===== src/rtl/exc_pkg.sv =====
package exc_pkg;
    localparam int XW = 32;

    typedef enum logic [4:0] {
        EC_INTR      = 5'd0,
        EC_TLB_MOD   = 5'd1,
        EC_TLB_LOAD  = 5'd2,
        EC_TLB_STORE = 5'd3,
        EC_ADR_LOAD  = 5'd4,
        EC_ADR_STORE = 5'd5,
        EC_SYSCALL   = 5'd8,
        EC_BREAK     = 5'd9,
        EC_RESV      = 5'd10,
        EC_COP_UNUSE = 5'd11,
        EC_OVERFLOW  = 5'd12,
        EC_TRAP      = 5'd13
    } exc_code_e;

    typedef enum logic [2:0] {
        RA_STATUS = 3'd0,
        RA_CAUSE  = 3'd1,
        RA_EPC    = 3'd2,
        RA_BADVA  = 3'd3,
        RA_EBASE  = 3'd4,
        RA_SHADOW = 3'd5
    } reg_addr_e;

    // Field positions that software decodes
    localparam int ST_EXL  = 1;
    localparam int ST_BEV  = 22;
    localparam int ST_CU1  = 29;
    localparam int CA_BD   = 31;
    localparam int CA_IV   = 23;
    localparam int CA_CEHI = 29;
    localparam int CA_CELO = 28;
    localparam int CA_ECHI = 6;
    localparam int CA_ECLO = 2;

    localparam logic [XW-1:0] VEC_RESET   = 32'hBFC0_0000;
    localparam logic [XW-1:0] VEC_BOOT    = 32'hBFC0_0200;
    localparam logic [XW-1:0] OFS_REFILL  = 32'h0000_0000;
    localparam logic [XW-1:0] OFS_GENERAL = 32'h0000_0180;
    localparam logic [XW-1:0] OFS_IVEC    = 32'h0000_0200;
    localparam logic [XW-1:0] STATUS_INIT = 32'h0040_0000;
    localparam logic [XW-1:0] EBASE_INIT  = 32'h8000_0000;

    typedef struct packed {
        logic [4:0]    code;
        logic [XW-1:0] pc;
        logic          in_slot;
        logic [XW-1:0] bad_addr;
        logic [1:0]    cop_id;
        logic          refill;
    } exc_req_t;

    typedef struct packed {
        logic [XW-1:0] status;
        logic [XW-1:0] cause;
        logic [XW-1:0] epc;
        logic [XW-1:0] badva;
        logic [XW-1:0] ebase;
        logic [XW-1:0] shadow;
    } cp0_regs_t;

    function automatic logic writes_badva(input logic [4:0] c);
        return (c >= EC_TLB_MOD) && (c <= EC_ADR_STORE);
    endfunction

    function automatic logic is_refill(input logic [4:0] c, input logic flag);
        return flag && ((c == EC_TLB_LOAD) || (c == EC_TLB_STORE));
    endfunction
endpackage


===== src/rtl/exc_vector_sel.sv =====
module exc_vector_sel
    import exc_pkg::*;
(
    input  logic [4:0]    code,
    input  logic          refill,
    input  logic          bev,
    input  logic          exl,
    input  logic          iv,
    input  logic [XW-1:0] ebase,
    output logic [XW-1:0] handler
);
    always_comb begin
        if (bev)
            handler = VEC_BOOT;
        else if (is_refill(code, refill) && !exl)
            handler = ebase + OFS_REFILL;
        else if ((code == EC_INTR) && iv)
            handler = ebase + OFS_IVEC;
        else
            handler = ebase + OFS_GENERAL;
    end
endmodule


===== src/rtl/exc_cp0_regs.sv =====
module exc_cp0_regs
    import exc_pkg::*;
#(
    parameter int INSN_BYTES = 4,
    parameter int SET_W      = 4
) (
    input  logic          clk,
    input  logic          rst,
    input  logic          take_exc,
    input  logic          take_rst,
    input  exc_req_t      req,
    input  logic          wr_en,
    input  logic [2:0]    wr_addr,
    input  logic [XW-1:0] wr_data,
    output cp0_regs_t     regs
);
    localparam int CSS_LO = 0;
    localparam int PSS_LO = 6;
    localparam int ESS_LO = 12;

    cp0_regs_t q, d;
    logic [SET_W-1:0] css, ess;

    assign css = q.shadow[CSS_LO +: SET_W];
    assign ess = q.shadow[ESS_LO +: SET_W];

    always_comb begin
        d = q;
        if (take_rst) begin
            d.status[ST_CU1] = 1'b1;
        end else if (take_exc) begin
            if (!q.status[ST_EXL] && !q.status[ST_BEV]) begin
                d.shadow[PSS_LO +: SET_W] = css;
                d.shadow[CSS_LO +: SET_W] = ess;
            end
            d.status[ST_EXL] = 1'b1;
            d.epc = req.in_slot ? (req.pc - XW'(INSN_BYTES)) : req.pc;
            d.cause[CA_BD] = req.in_slot;
            d.cause[CA_ECHI:CA_ECLO] = req.code;
            d.cause[CA_CEHI:CA_CELO] = (req.code == EC_COP_UNUSE) ? req.cop_id : 2'b00;
            if (writes_badva(req.code))
                d.badva = req.bad_addr;
        end else if (wr_en) begin
            case (wr_addr)
                RA_STATUS: d.status = wr_data;
                RA_CAUSE:  d.cause  = wr_data;
                RA_EPC:    d.epc    = wr_data;
                RA_BADVA:  d.badva  = wr_data;
                RA_EBASE:  d.ebase  = {wr_data[XW-1:12], 12'h000};
                RA_SHADOW: d.shadow = wr_data;
                default:   ;
            endcase
        end
    end

    always_ff @(posedge clk) begin
        if (rst) begin
            q.status <= STATUS_INIT;
            q.cause  <= '0;
            q.epc    <= '0;
            q.badva  <= '0;
            q.ebase  <= EBASE_INIT;
            q.shadow <= '0;
        end else begin
            q <= d;
        end
    end

    assign regs = q;
endmodule


===== src/rtl/exc_fetch_seq.sv =====
module exc_fetch_seq
    import exc_pkg::*;
#(
    parameter int DEPTH = 3,
    parameter int STEP  = 4
) (
    input  logic          clk,
    input  logic          rst,
    input  logic          start,
    input  logic [XW-1:0] start_pc,
    output logic          active,
    output logic [XW-1:0] pc
);
    localparam int CW = (DEPTH > 1) ? $clog2(DEPTH) : 1;

    logic [CW-1:0] left_q;
    logic          act_q;
    logic [XW-1:0] pc_q;

    always_ff @(posedge clk) begin
        if (rst) begin
            act_q  <= 1'b0;
            left_q <= '0;
            pc_q   <= '0;
        end else if (start && !act_q) begin
            act_q  <= 1'b1;
            left_q <= CW'(DEPTH - 1);
            pc_q   <= start_pc;
        end else if (act_q) begin
            if (left_q == '0) begin
                act_q <= 1'b0;
            end else begin
                left_q <= left_q - 1'b1;
                pc_q   <= pc_q + XW'(STEP);
            end
        end
    end

    assign active = act_q;
    assign pc     = pc_q;
endmodule


===== src/rtl/exc_entry_ctrl.sv =====
module exc_entry_ctrl
    import exc_pkg::*;
#(
    parameter int FETCH_DEPTH = 3,
    parameter int INSN_BYTES  = 4,
    parameter int SET_W       = 4
) (
    input  logic        clk,
    input  logic        rst,
    input  logic        req_valid,
    input  logic [4:0]  req_code,
    input  logic [31:0] req_pc,
    input  logic        req_in_slot,
    input  logic [31:0] req_bad_addr,
    input  logic [1:0]  req_cop_id,
    input  logic        req_refill,
    input  logic        rst_req,
    input  logic        reg_wr,
    input  logic [2:0]  reg_addr,
    input  logic [31:0] reg_wdata,
    output logic [31:0] reg_rdata,
    output logic        busy,
    output logic        fetch_valid,
    output logic [31:0] fetch_pc
);
    exc_req_t      req;
    cp0_regs_t     cp0_q;
    logic          take_exc, take_rst, take_wr, seq_active;
    logic [XW-1:0] handler, start_pc;

    assign req = '{code: req_code, pc: req_pc, in_slot: req_in_slot,
                   bad_addr: req_bad_addr, cop_id: req_cop_id, refill: req_refill};

    assign take_rst = rst_req && !seq_active;
    assign take_exc = req_valid && !rst_req && !seq_active;
    assign take_wr  = reg_wr && !req_valid && !rst_req && !seq_active;

    exc_vector_sel u_vec (
        .code    (req_code),
        .refill  (req_refill),
        .bev     (cp0_q.status[ST_BEV]),
        .exl     (cp0_q.status[ST_EXL]),
        .iv      (cp0_q.cause[CA_IV]),
        .ebase   (cp0_q.ebase),
        .handler (handler)
    );

    exc_cp0_regs #(.INSN_BYTES(INSN_BYTES), .SET_W(SET_W)) u_regs (
        .clk      (clk),
        .rst      (rst),
        .take_exc (take_exc),
        .take_rst (take_rst),
        .req      (req),
        .wr_en    (take_wr),
        .wr_addr  (reg_addr),
        .wr_data  (reg_wdata),
        .regs     (cp0_q)
    );

    assign start_pc = take_rst ? VEC_RESET : handler;

    exc_fetch_seq #(.DEPTH(FETCH_DEPTH), .STEP(INSN_BYTES)) u_seq (
        .clk      (clk),
        .rst      (rst),
        .start    (take_exc || take_rst),
        .start_pc (start_pc),
        .active   (seq_active),
        .pc       (fetch_pc)
    );

    assign busy        = seq_active;
    assign fetch_valid = seq_active;

    always_comb begin
        case (reg_addr)
            RA_STATUS: reg_rdata = cp0_q.status;
            RA_CAUSE:  reg_rdata = cp0_q.cause;
            RA_EPC:    reg_rdata = cp0_q.epc;
            RA_BADVA:  reg_rdata = cp0_q.badva;
            RA_EBASE:  reg_rdata = cp0_q.ebase;
            RA_SHADOW: reg_rdata = cp0_q.shadow;
            default:   reg_rdata = '0;
        endcase
    end
endmodule


===== config.mk =====
export PLATFORM = sky130hd
export DESIGN_NAME = exc_entry_ctrl
export DESIGN_NICKNAME = d
export VERILOG_FILES = /design/src/rtl/exc_pkg.sv /design/src/rtl/exc_vector_sel.sv /design/src/rtl/exc_cp0_regs.sv /design/src/rtl/exc_fetch_seq.sv /design/src/rtl/exc_entry_ctrl.sv
export SDC_FILE = /design/constraint.sdc
export NUM_CORES = 1
export LEC_CHECK = 0
export ABC_AREA = 1
export BUFFER_PORTS_ARGS = -buffer_cell sky130_fd_sc_hd__buf_2
export CORE_ASPECT_RATIO = 1.4
export CORE_MARGIN = 2
export CORE_UTILIZATION = 51
export DETAILED_ROUTE_END_ITERATION = 7
export PLACE_DENSITY = 0.76
export SYNTH_ARGS = -nofsm -noshare
export SYNTH_HDL_FRONTEND = slang
export SYNTH_SLANG_ARGS = --single-unit
export TNS_END_PERCENT = 50

===== constraint.sdc =====
create_clock -name clk -period 1.9 [get_ports clk]
set_clock_uncertainty 0.2 [all_clocks]
set_input_delay 0.19 -clock clk [delete_from_list [all_inputs] [get_ports clk]]
set_output_delay 0.19 -clock clk [all_outputs]
set_load 0.03 [all_outputs]

## After elaboration in Yosys (flattened, before gate mapping)

Cells that the tools add are included.

| storage, ports and cells | value |
|---|---|
| output and inout bits | 66 |
| input bits | 113 |
| word-level logic and storage cells | 115 |
| flip-flop bits (word level) | 215 |

| operators by class | value |
|---|---|
| muxes and demuxes | 35 |
| reduce and logical (&&, ||, !) cells | 44 |
| eq/ne operators | 12 |
| bitwise operators | 3 |
| $add $sub $neg | 5 |
| order comparisons | 2 |

Operators with widths:

| operator | count |
|---|---|
| 32-bit 2-to-1 mux | 14 |
| 32-bit case mux with 6 select lines | 1 |
| 190-bit 2-to-1 mux | 1 |
| 64-bit 2-to-1 mux | 1 |
| 32-bit by 10-bit adder with 32-bit output (second input constant) | 1 |
| 32-bit by 3-bit adder with 32-bit output (second input constant) | 1 |
| 32-bit by 9-bit adder with 32-bit output (second input constant) | 1 |
| 32-bit by 3-bit subtractor with 32-bit output (second input constant) | 1 |
| 30-bit 2-to-1 mux | 1 |
| 28-bit 2-to-1 mux | 1 |
| 4-bit AND reduction | 6 |
| 2-bit nonzero test | 9 |
| 4-bit 2-to-1 mux | 4 |
| 1-bit logical AND | 12 |
| 3-bit AND reduction | 4 |
| 5-bit by 2-bit == test with 1-bit output (second input constant) | 2 |
| 2-bit 2-to-1 mux | 5 |
| 2-bit by 1-bit inequality test with 1-bit output (second input constant) | 4 |
| 3-bit by 2-bit == test with 1-bit output (second input constant) | 2 |
| 3-bit == test (second input constant) | 2 |
| 1-bit 2-to-1 mux | 6 |
| 5-bit by 4-bit == test with 1-bit output (second input constant) | 1 |
| 5-bit by 1-bit >= comparator with 1-bit output (second input constant) | 1 |
| 5-bit by 3-bit <= comparator with 1-bit output (second input constant) | 1 |
| other kinds (11) | 19 |

## Logic depth before layout (Yosys ltp)

Gate-level depths: netlist (run 1).

| depth | value |
|---|---|
| word-level depth | 8 |
| mapped depth | 12 |
| mapped depth without buffers | 12 |

## Cells and area by module

From an unflattened synthesis (run 1), not the netlist that was laid out.

| second synthesis, totals | value |
|---|---|
| cell total of the unflattened synthesis | 2231 |
| area total of the unflattened synthesis | 13724.4 um^2 |

By module, submodules not included:

| module | seq. area each (um^2) | area each (um^2) | times used | cells an instance |
|---|---|---|---|---|
| exc_cp0_regs | 3603.5 | 7800.0 | 1 | 1099 |
| exc_fetch_seq | 700.7 | 2492.4 | 1 | 405 |
| exc_entry_ctrl | 0.0 | 2293.4 | 1 | 485 |
| exc_vector_sel | 0.0 | 1138.6 | 1 | 242 |

## Least setup slack after synthesis (run 1)

No wires, ideal clock.

| path | value |
|---|---|
| path kind | register to register |
| from | register u_seq.pc_q[2] (netlist: u_seq.pc[2]) |
| to | register u_seq.pc_q[22] (netlist: u_seq.pc[22]) |
| stages on the path, launching flop included | 13 |
| arrival | 1.741 ns |
| data required time | 1.580 ns |
| library setup time | 0.120 ns |
| setup slack | -0.161 ns |
| path through | dfxtp_1 > ha_1 > nand2_1 > inv_1 > nand2_1 > nor2_4 > nand2_1 > nor2_1 > nand2_1 > nand2_1 > nand3_1 > o211ai_1 > nand2_1 |

| on the way | value |
|---|---|
| longest elaborated chain between the ends | 4 |

RTL lines:

| item | RTL line | text |
|---|---|---|
| from (decl) | exc_fetch_seq.sv:18 | `logic [XW-1:0] pc_q;` |
| from (signal assigned) | exc_fetch_seq.sv:28 | `pc_q <= start_pc;` |
| from (signal assigned) | exc_fetch_seq.sv:34 | `pc_q <= pc_q + XW'(STEP);` |
| 32-bit by 3-bit adder with 32-bit output | exc_fetch_seq.sv:34 |  |
| 32-bit 2-to-1 mux | exc_fetch_seq.sv:30 | `if (left_q == '0) begin` |
| 32-bit 2-to-1 mux | exc_fetch_seq.sv:29 | `end else if (act_q) begin` |
| 32-bit 2-to-1 mux | exc_fetch_seq.sv:25 | `end else if (start && !act_q) begin` |

No other way between the ends. The select of a mux whose other input is x is not followed.
A chain may end at the register's enable or synchronous reset.

## Final worst setup path (run 1)

| path | value |
|---|---|
| from | input req_code[2] |
| to | register u_seq.pc_q[7] (netlist: u_seq.pc[7]) |

| on the way | value |
|---|---|
| longest elaborated chain between the ends | 8 |

RTL lines:

| item | RTL line | text |
|---|---|---|
| from (decl) | exc_entry_ctrl.sv:11 | `input logic [4:0] req_code,` |
| 5-bit by 2-bit == test with 1-bit output | exc_pkg.sv:70 | `return flag && ((c == EC_TLB_LOAD) \|\| (c == EC_TLB_STORE));` |
| 1-bit logical OR | exc_pkg.sv:70 |  |
| 1-bit logical AND | exc_pkg.sv:70 |  |
| 1-bit logical AND | exc_vector_sel.sv:15 | `else if (is_refill(code, refill) && !exl)` |
| 32-bit 2-to-1 mux * | exc_vector_sel.sv:15 |  |
| 32-bit 2-to-1 mux * | exc_vector_sel.sv:13 | `if (bev)` |
| 32-bit 2-to-1 mux * | exc_entry_ctrl.sv:60 | `assign start_pc = take_rst ? VEC_RESET : handler;` |
| 32-bit 2-to-1 mux * | exc_fetch_seq.sv:25 |  |

Mark *: on every way between the ends. The rest lies on a longest branch, timed or not.

==> results_dict.tcl, run 1 <==
set metrics [dict create \
    status "finished with violations" \
    violations "setup timing" \
    path_max_fanout 4 \
    critPathBufInv 4 \
    hpwl_mm 29.4 \
    rows 63 \
    endpoint_kind "flop" \
    syn_avg_cell_area_sq_um 6.94 \
    port_buffers 176 \
    required_ns 2.09 \
    pre_cts_ws_ns -0.0922 \
    max_cap_violations 0 \
    finalCritPeriodShare_pct 101 \
    synthAdderAreaFrac_pct 0.230 \
    grt_pass1_vias 12100 \
    critPathKind "primary input to flop" \
    synth_compound_area_share_pct 25.3 \
    slowest_stage "dlygate4sd3_1" \
    synth-async-reset-ratio_pct 0 \
    slew_headroom_pct 60.9 \
    rsz0062_at_grt "true" \
    grt-ovfl-total 0 \
    power_density_nw_per_um2 707 \
    yosysWarnings 0 \
    area_growth_pct 39.1 \
    ys_ff_latch 213 \
    post-route-min-period_ns 1.92 \
    synth_edf_count 0 \
    cts_tree "built" \
    synth-xor-area-share_pct 1.05 \
    p_leak_nw 6.67 \
    dieWidth_um 127 \
    clk_pin_slew_ns 0.06 \
    numCtsBuffers 21 \
    critical_path.top_delay_family "buffers and inverters" \
    grt_pass1_wl_mm 63.6 \
    fp.dieH_um 177 \
    hp-class "primary input to flop" \
    cts-root-buf "clkbuf_16" \
    io_pins 179 \
    ir_drop_mv 0.511 \
    hold_violations 0 \
    worst_setup_path_start_kind "primary input" \
    wl_mm 43.0 \
    yosysSeqAreaShare_pct 39.2 \
    p_total_w 0.0107 \
    gp_congestion 0.968 \
    start_util_pct 51.7 \
    route.vias.total 13200 \
    synthFlopType "dfxtp_1" \
    worst_slack_ns -0.0192 \
    core_sq_um 21000 \
    antenna_left 0 \
    wl_per_cell_um 19.6 \
    fin_tns_setup_ns -0.0671 \
    crit_chain "dlygate4sd3_1, buf_2, nor2_1, nand2_1, o311ai_0, buf_4, nand3_1, nand3_1, inv_1" \
    layout.nets 2038 \
    grt_start_max_net_pins 78 \
    slowest_delay_ns 0.54 \
    maxSlewViolCount 0 \
    drt_iter0_markers 1595 \
    synth.mux.area_fraction_pct 0 \
    grt_usage_pct 35.4 \
    synth_cells 1568 \
    clk_latency_ns 0.49 \
    vias_per_cell 6.03 \
    antenna_found_initial 1 \
    cp_data_arrival_time_ns 2.11 \
    htreeDepth 1 \
    synth_top_family_by_area "compound AO/OA/AOI/OAI gates" \
    setup_viol 6 \
    cts.sinks 213 \
    worstMarginPinSlew_ns 0.580 \
    synthSimpleGateAreaFrac_pct 24.8 \
    drc 0 \
    cts_buffer_depth 3 \
    fillers 1609 \
    fmax_mhz 521 \
    syn_area_sq_um 10900 \
    drtPass1Iterations 7 \
    crit_top_cell "nand3_1" \
    fp.dieArea_sq_um 22500 \
    synthDistinctLibCells 49 \
    drive_gt1_share_pct 24.5 \
]
worst paths after layout:
kind / depth (start not counted) / start / slack [ns] / endpoint
max: 9 / req_code[2] / -0.02 / u_seq.pc[7]
min: 5 / req_valid / 0.02 / u_regs.regs[14]
max reg2reg: 9 / u_seq.active / -0.01 / u_regs.regs[174]
min reg2reg: 2 / u_regs.regs[6] / 0.26 / u_regs.regs[6]
layout make-up:
cell class / instances / area (sq um) / area share [%]
antenna: 1 / 2.50 / 0.0165
clock buffer: 30 / 609 / 4.03
clock inverter: 5 / 50.0 / 0.331
inverter: 149 / 577 / 3.81
multi-input combinational: 1114 / 5880 / 38.9
sequential: 213 / 4280 / 28.3
tap: 260 / 325 / 2.15
timing repair buffer: 424 / 3410 / 22.5
synthesized netlist by cell type, types with 2 or more instances:
cell type	number	area (sq um)
a211oi_1	4	30.0
a21oi_1	134	671
a221oi_1	15	131
a22oi_1	44	330
a31oi_1	25	156
buf_1	3	11.3
buf_2	30	150
buf_4	13	97.6
buf_6	3	33.8
clkbuf_1	42	158
clkbuf_2	2	10.0
clkinv_1	2	7.51
dfxtp_1	213	4260
ha_1	2	25.0
inv_1	136	510
inv_2	11	41.3
nand2_1	267	1000
nand2_2	3	18.8
nand3_1	113	566
nand3b_1	5	37.5
nand4_1	14	87.6
nor2_1	182	683
nor2_2	5	31.3
nor2_4	5	56.3
nor3_1	18	90.1
nor3_4	3	48.8
o2111ai_1	3	26.3
o211a_1	23	230
o211ai_1	5	37.5
o21ai_0	188	941
o21ai_1	5	25.0
o22ai_1	19	119
or2_2	4	25.0
xnor2_1	2	17.5
xor2_1	11	96.3
power breakdown:
group	total (W)	switching, W	leakage, nW	internal (W)
Clock	0.00407	0.00172	0.329	0.00235
Sequential	0.00478	0.000144	1.74	0.00464
Combinational	0.00185	0.00112	4.61	0.000729
worst min-delay path, delay by kind of cell:
family                 cells  cell delay, ns
buffers and inverters      2            0.23
and+or+nand+nor            2            0.13
AOI/OAI and AO/OA          1            0.13
state kept, by name, indices dropped and copies added, names as in the netlist:
name          flops
u_seq.pc         30
u_regs.regs     180
u_seq.left_q      2
u_seq.active      1
per-stage QoR:
step / util [%] / instance area, sq um / cells / hold WS, ns
CTS: 69.2 / 14600 / 2173 / 0.000790
finish: 71.9 / 15100 / 2196 / 0.0205
global placement: 60.9 / 12800 / 2040 / 0.236
global route: 71.9 / 15100 / 2195 / 0.0389
detailed placement: 60.9 / 12800 / 2040 / 0.240
floorplan: - / 10900 / 1569 / 0.116
metal layers:
metal	wire length, um	track usage (%)	vias up	part of all wire, %
met5	0	0	-	0
met4	2630	19.1	0	6.1
met3	4250	5.32	210	9.9
met2	20500	59.9	925	48
met1	15600	43.2	6049	36
li1	-	-	6059	-
layout by cell type (no fill, tap or decap), types with 39 or more instances in the layout:
| cell | Yosys | layout |
|---|---|---|
| nand3_1 | 113 | 107 |
| a22oi_1 | 44 | 39 |
| dlygate4sd3_1 | 0 | 98 |
| buf_2 | 30 | 162 |
| nand2_1 | 267 | 257 |
| a21oi_1 | 134 | 134 |
| dfxtp_1 | 213 | 202 |
| o21ai_0 | 188 | 183 |
| buf_4 | 13 | 123 |
| inv_1 | 136 | 122 |
| nor2_1 | 182 | 165 |
logic make-up (layout without fill, tap and decap cells):
kind of cell / after synthesis / in the layout
other cells: 1 / 3
fa+ha+maj: 2 / 2
flops: 213 / 213
buf+inv: 242 / 608
compound gates: 472 / 472
simple gates: 625 / 625
xor+xnor: 13 / 13
what timing repair did:
item                       in CTS  in global routing
setup endpoints to repair      69                196
pin swaps                       4                 26
buffers inserted                0                 17
gates resized for setup        33                108
hold endpoints to repair      184                  0
cloned                          0                  5
hold buffers                   98                  0
Power figures use the tool's default switching activity.
==> run 2, diff against run 1 <==
--- a/config.mk
+++ b/config.mk
@@ -9,9 +9,9 @@
 export BUFFER_PORTS_ARGS = -buffer_cell sky130_fd_sc_hd__buf_2
 export CORE_ASPECT_RATIO = 1.4
 export CORE_MARGIN = 2
-export CORE_UTILIZATION = 51
+export CORE_UTILIZATION = 40
 export DETAILED_ROUTE_END_ITERATION = 7
-export PLACE_DENSITY = 0.76
+export PLACE_DENSITY = 0.62
 export SYNTH_ARGS = -nofsm -noshare
 export SYNTH_HDL_FRONTEND = slang
 export SYNTH_SLANG_ARGS = --single-unit
==> constraint.sdc (replaced) <==
create_clock -name clk -period 1.9 [get_ports clk]
set_clock_uncertainty 0.2 [all_clocks]
set_input_delay 0.095 -clock clk [delete_from_list [all_inputs] [get_ports clk]]
set_output_delay 0.095 -clock clk [all_outputs]
set_load 0.03 [all_outputs]
==> run 2 against run 1 <==
  * The flow now finishes without violations
  * Critical path type is now flop to primary output
  * Routed wire length fell by 2.0%
  * Register-to-register slack improved by 0.07 ns
  * Total power up 5.9%
  * Core utilization shrank 15 points
  * Combinational power down 3%
  * Largest power group unchanged
  * Sequential share of layout area hardly changed
==> results_dict.tcl, run 2 (synthesized netlist as in run 1, its figures left out) <==
set metrics [dict create \
    status "completed" \
    cts.sinks 213 \
    start_util_pct 40.6 \
    drc 0 \
    cp_data_arrival_time_ns 1.59 \
    post-route-min-period_ns 1.88 \
    grt-ovfl-total 0 \
    min_to "u_seq.pc[8]" \
    critPathKind "flop to primary output" \
    p_total_w 0.0113 \
    slowest_stage "dfxtp_1" \
    drive_gt1_share_pct 22.9 \
    rows 71 \
    fp.dieH_um 199 \
    max_cap_violations 0 \
    grt_pass1_wl_mm 64.0 \
    worst_slack_ns 0.0157 \
    power_density_nw_per_um2 747 \
    slowest_delay_ns 0.31 \
    layout_common_cells "nand2_1 (258), dfxtp_1 (203), o21ai_0 (186)" \
    finalCritPeriodShare_pct 99.2 \
    instances_no_fill 2302 \
    path_max_fanout 3 \
    required_ns 1.60 \
    antenna_found_initial 0 \
    layout.nets 2036 \
    cts-root-buf "clkbuf_16" \
    antenna_left 0 \
    cts_tree "built" \
    grt_usage_pct 28.5 \
    critical_path.top_delay_family "flip-flops" \
    hold_violations 0 \
    port_buffers 176 \
    maxSlewViolCount 0 \
    largest_reg_flops 180 \
    seqPwrFrac_pct 42.2 \
    grt_pass1_vias 11700 \
    worst_setup_path_start_kind "flop" \
    area_growth_pct 39.3 \
    reg2reg_depth 10 \
    io_pins 179 \
    fmax_mhz 531 \
    cts_buffer_depth 3 \
    p_int_w 0.00821 \
    core_sq_um 26800 \
    ir_drop_mv 0.447 \
    critPathBufInv 2 \
    pre_cts_ws_ns -0.0624 \
    crit_chain "inv_2, o21ai_1, a221oi_1, nand3_1, buf_6" \
    wl_per_cell_um 18.3 \
    vias_per_cell 5.39 \
    clk_pin_slew_ns 0.07 \
    post-route-util_pct 56.5 \
    hp-class "primary input to flop" \
    numCtsBuffers 22 \
    p_comb_share_pct 15.9 \
    pwr-share-clk_pct 42.0 \
    dieWidth_um 143 \
    fp.dieArea_sq_um 28600 \
    fin_area_sq_um 15200 \
    worstHoldStart "req_refill" \
    gp_congestion 0.980 \
    grt_start_max_net_pins 102 \
    wl_mm 42.1 \
    hpwl_mm 30.5 \
    p_leak_nw 6.63 \
    drtPass1Iterations 5 \
    setup_viol 0 \
    reg2reg_from "u_seq.active" \
    final_common_cell "nand2_1" \
    htreeDepth 1 \
    drt_iter0_markers 1035 \
    hold_depth 7 \
    clk_latency_ns 0.51 \
    rsz0062_at_grt "true" \
    dpl_cell_area_sq_um 12900 \
    reg2reg_to "u_regs.regs[164]" \
    swShare_pct 27.5 \
    reg2reg_slack_ns 0.06 \
    route.vias.total 12400 \
    place_inst 2139 \
    cp.depth 5 \
    p_switching_w 0.00312 \
    endpoint_kind "primary output" \
]
## run 2: cell types whose count changed in the layout (fill, tap and decap cells not counted), moves of 8 or more
cell and delta:
buf_2 +13, inv_1 +8, buf_6 -10, dlygate4sd3_1 +14, inv_2 -8, buf_4 -11
## run 2: power groups by stage
stage	clock, W	sequential (W)	combinational, W
detailed placement	0	0.00487	0.00155
global placement	0	0.00487	0.00154
global route	0.00498	0.00479	0.00195
finish	0.00476	0.00478	0.00180
CTS	0.00481	0.00477	0.00173
floorplan	0	0.00495	0.000761
## run 2: worst reg2reg max path: stages (launching register included)
cell	delay, ns
dfxtp_2	0.33
nor2_4	0.12
nand2_2	0.08
nor2_4	0.18
buf_12	0.13
inv_6	0.06
nor2_4	0.17
clkinvlp_4	0.14
buf_12	0.17
nor2_2	0.09
nor2_1	0.06
## run 2: final cells by class
cell class                      instances  area [sq um]
Clock buffer                           29           659
Fill cell                            2573         11700
Clock inverter                         10           133
Tap cell                              365           457
Timing Repair Buffer                  421          3250
Sequential cell                       213          4280
Inverter                              149           579
Antenna cell                            1          2.50
Multi-Input combinational cell       1114          5800
## run 2: stage by stage
stage               setup TNS [ns]  hold slack, ns
floorplan                        0          0.0214
global placement                 0           0.151
detailed placement          -0.552           0.155
CTS                        -0.0254         0.00802
global route                -0.436          0.0313
finish                           0          0.0389
## run 2: what timing repair did
action                     in CTS  in global routing
setup buffers                   2                  7
cloned                          0                  2
hold buffers                  112                  0
pin swaps                       2                  9
hold endpoints to repair      190                  0
setup endpoints to repair      23                157
resized for setup               8                 71
## run 2: layer usage
layer  wire [um]  vias to the layer above  global-route usage, %
met1       16900                     5768                   35.6
met5           0                        -                      0
li1            -                     6039                      -
met4        1650                        0                   11.4
met3        2790                      103                   3.88
met2       20800                      497                   49.5
## run 2: worst max-delay path by stage
| stage | endpoint | slack (ns) | startpoint |
|---|---|---|---|
| 5_1_grt | reg_rdata[28] | -0.06 | u_regs.regs[60] |
| 3_3_place_gp | u_regs.regs[112] | 0.02 | req_pc[2] |
| 2_1_floorplan | u_seq.pc[27] | 0.004 | u_seq.pc[4] |
| 6_report | reg_rdata[30] | 0.02 | u_regs.regs[62] |
| 3_5_place_dp | u_regs.regs[60] | -0.06 | u_seq.active |
| 4_1_cts | u_regs.regs[174] | -0.01 | u_seq.active |
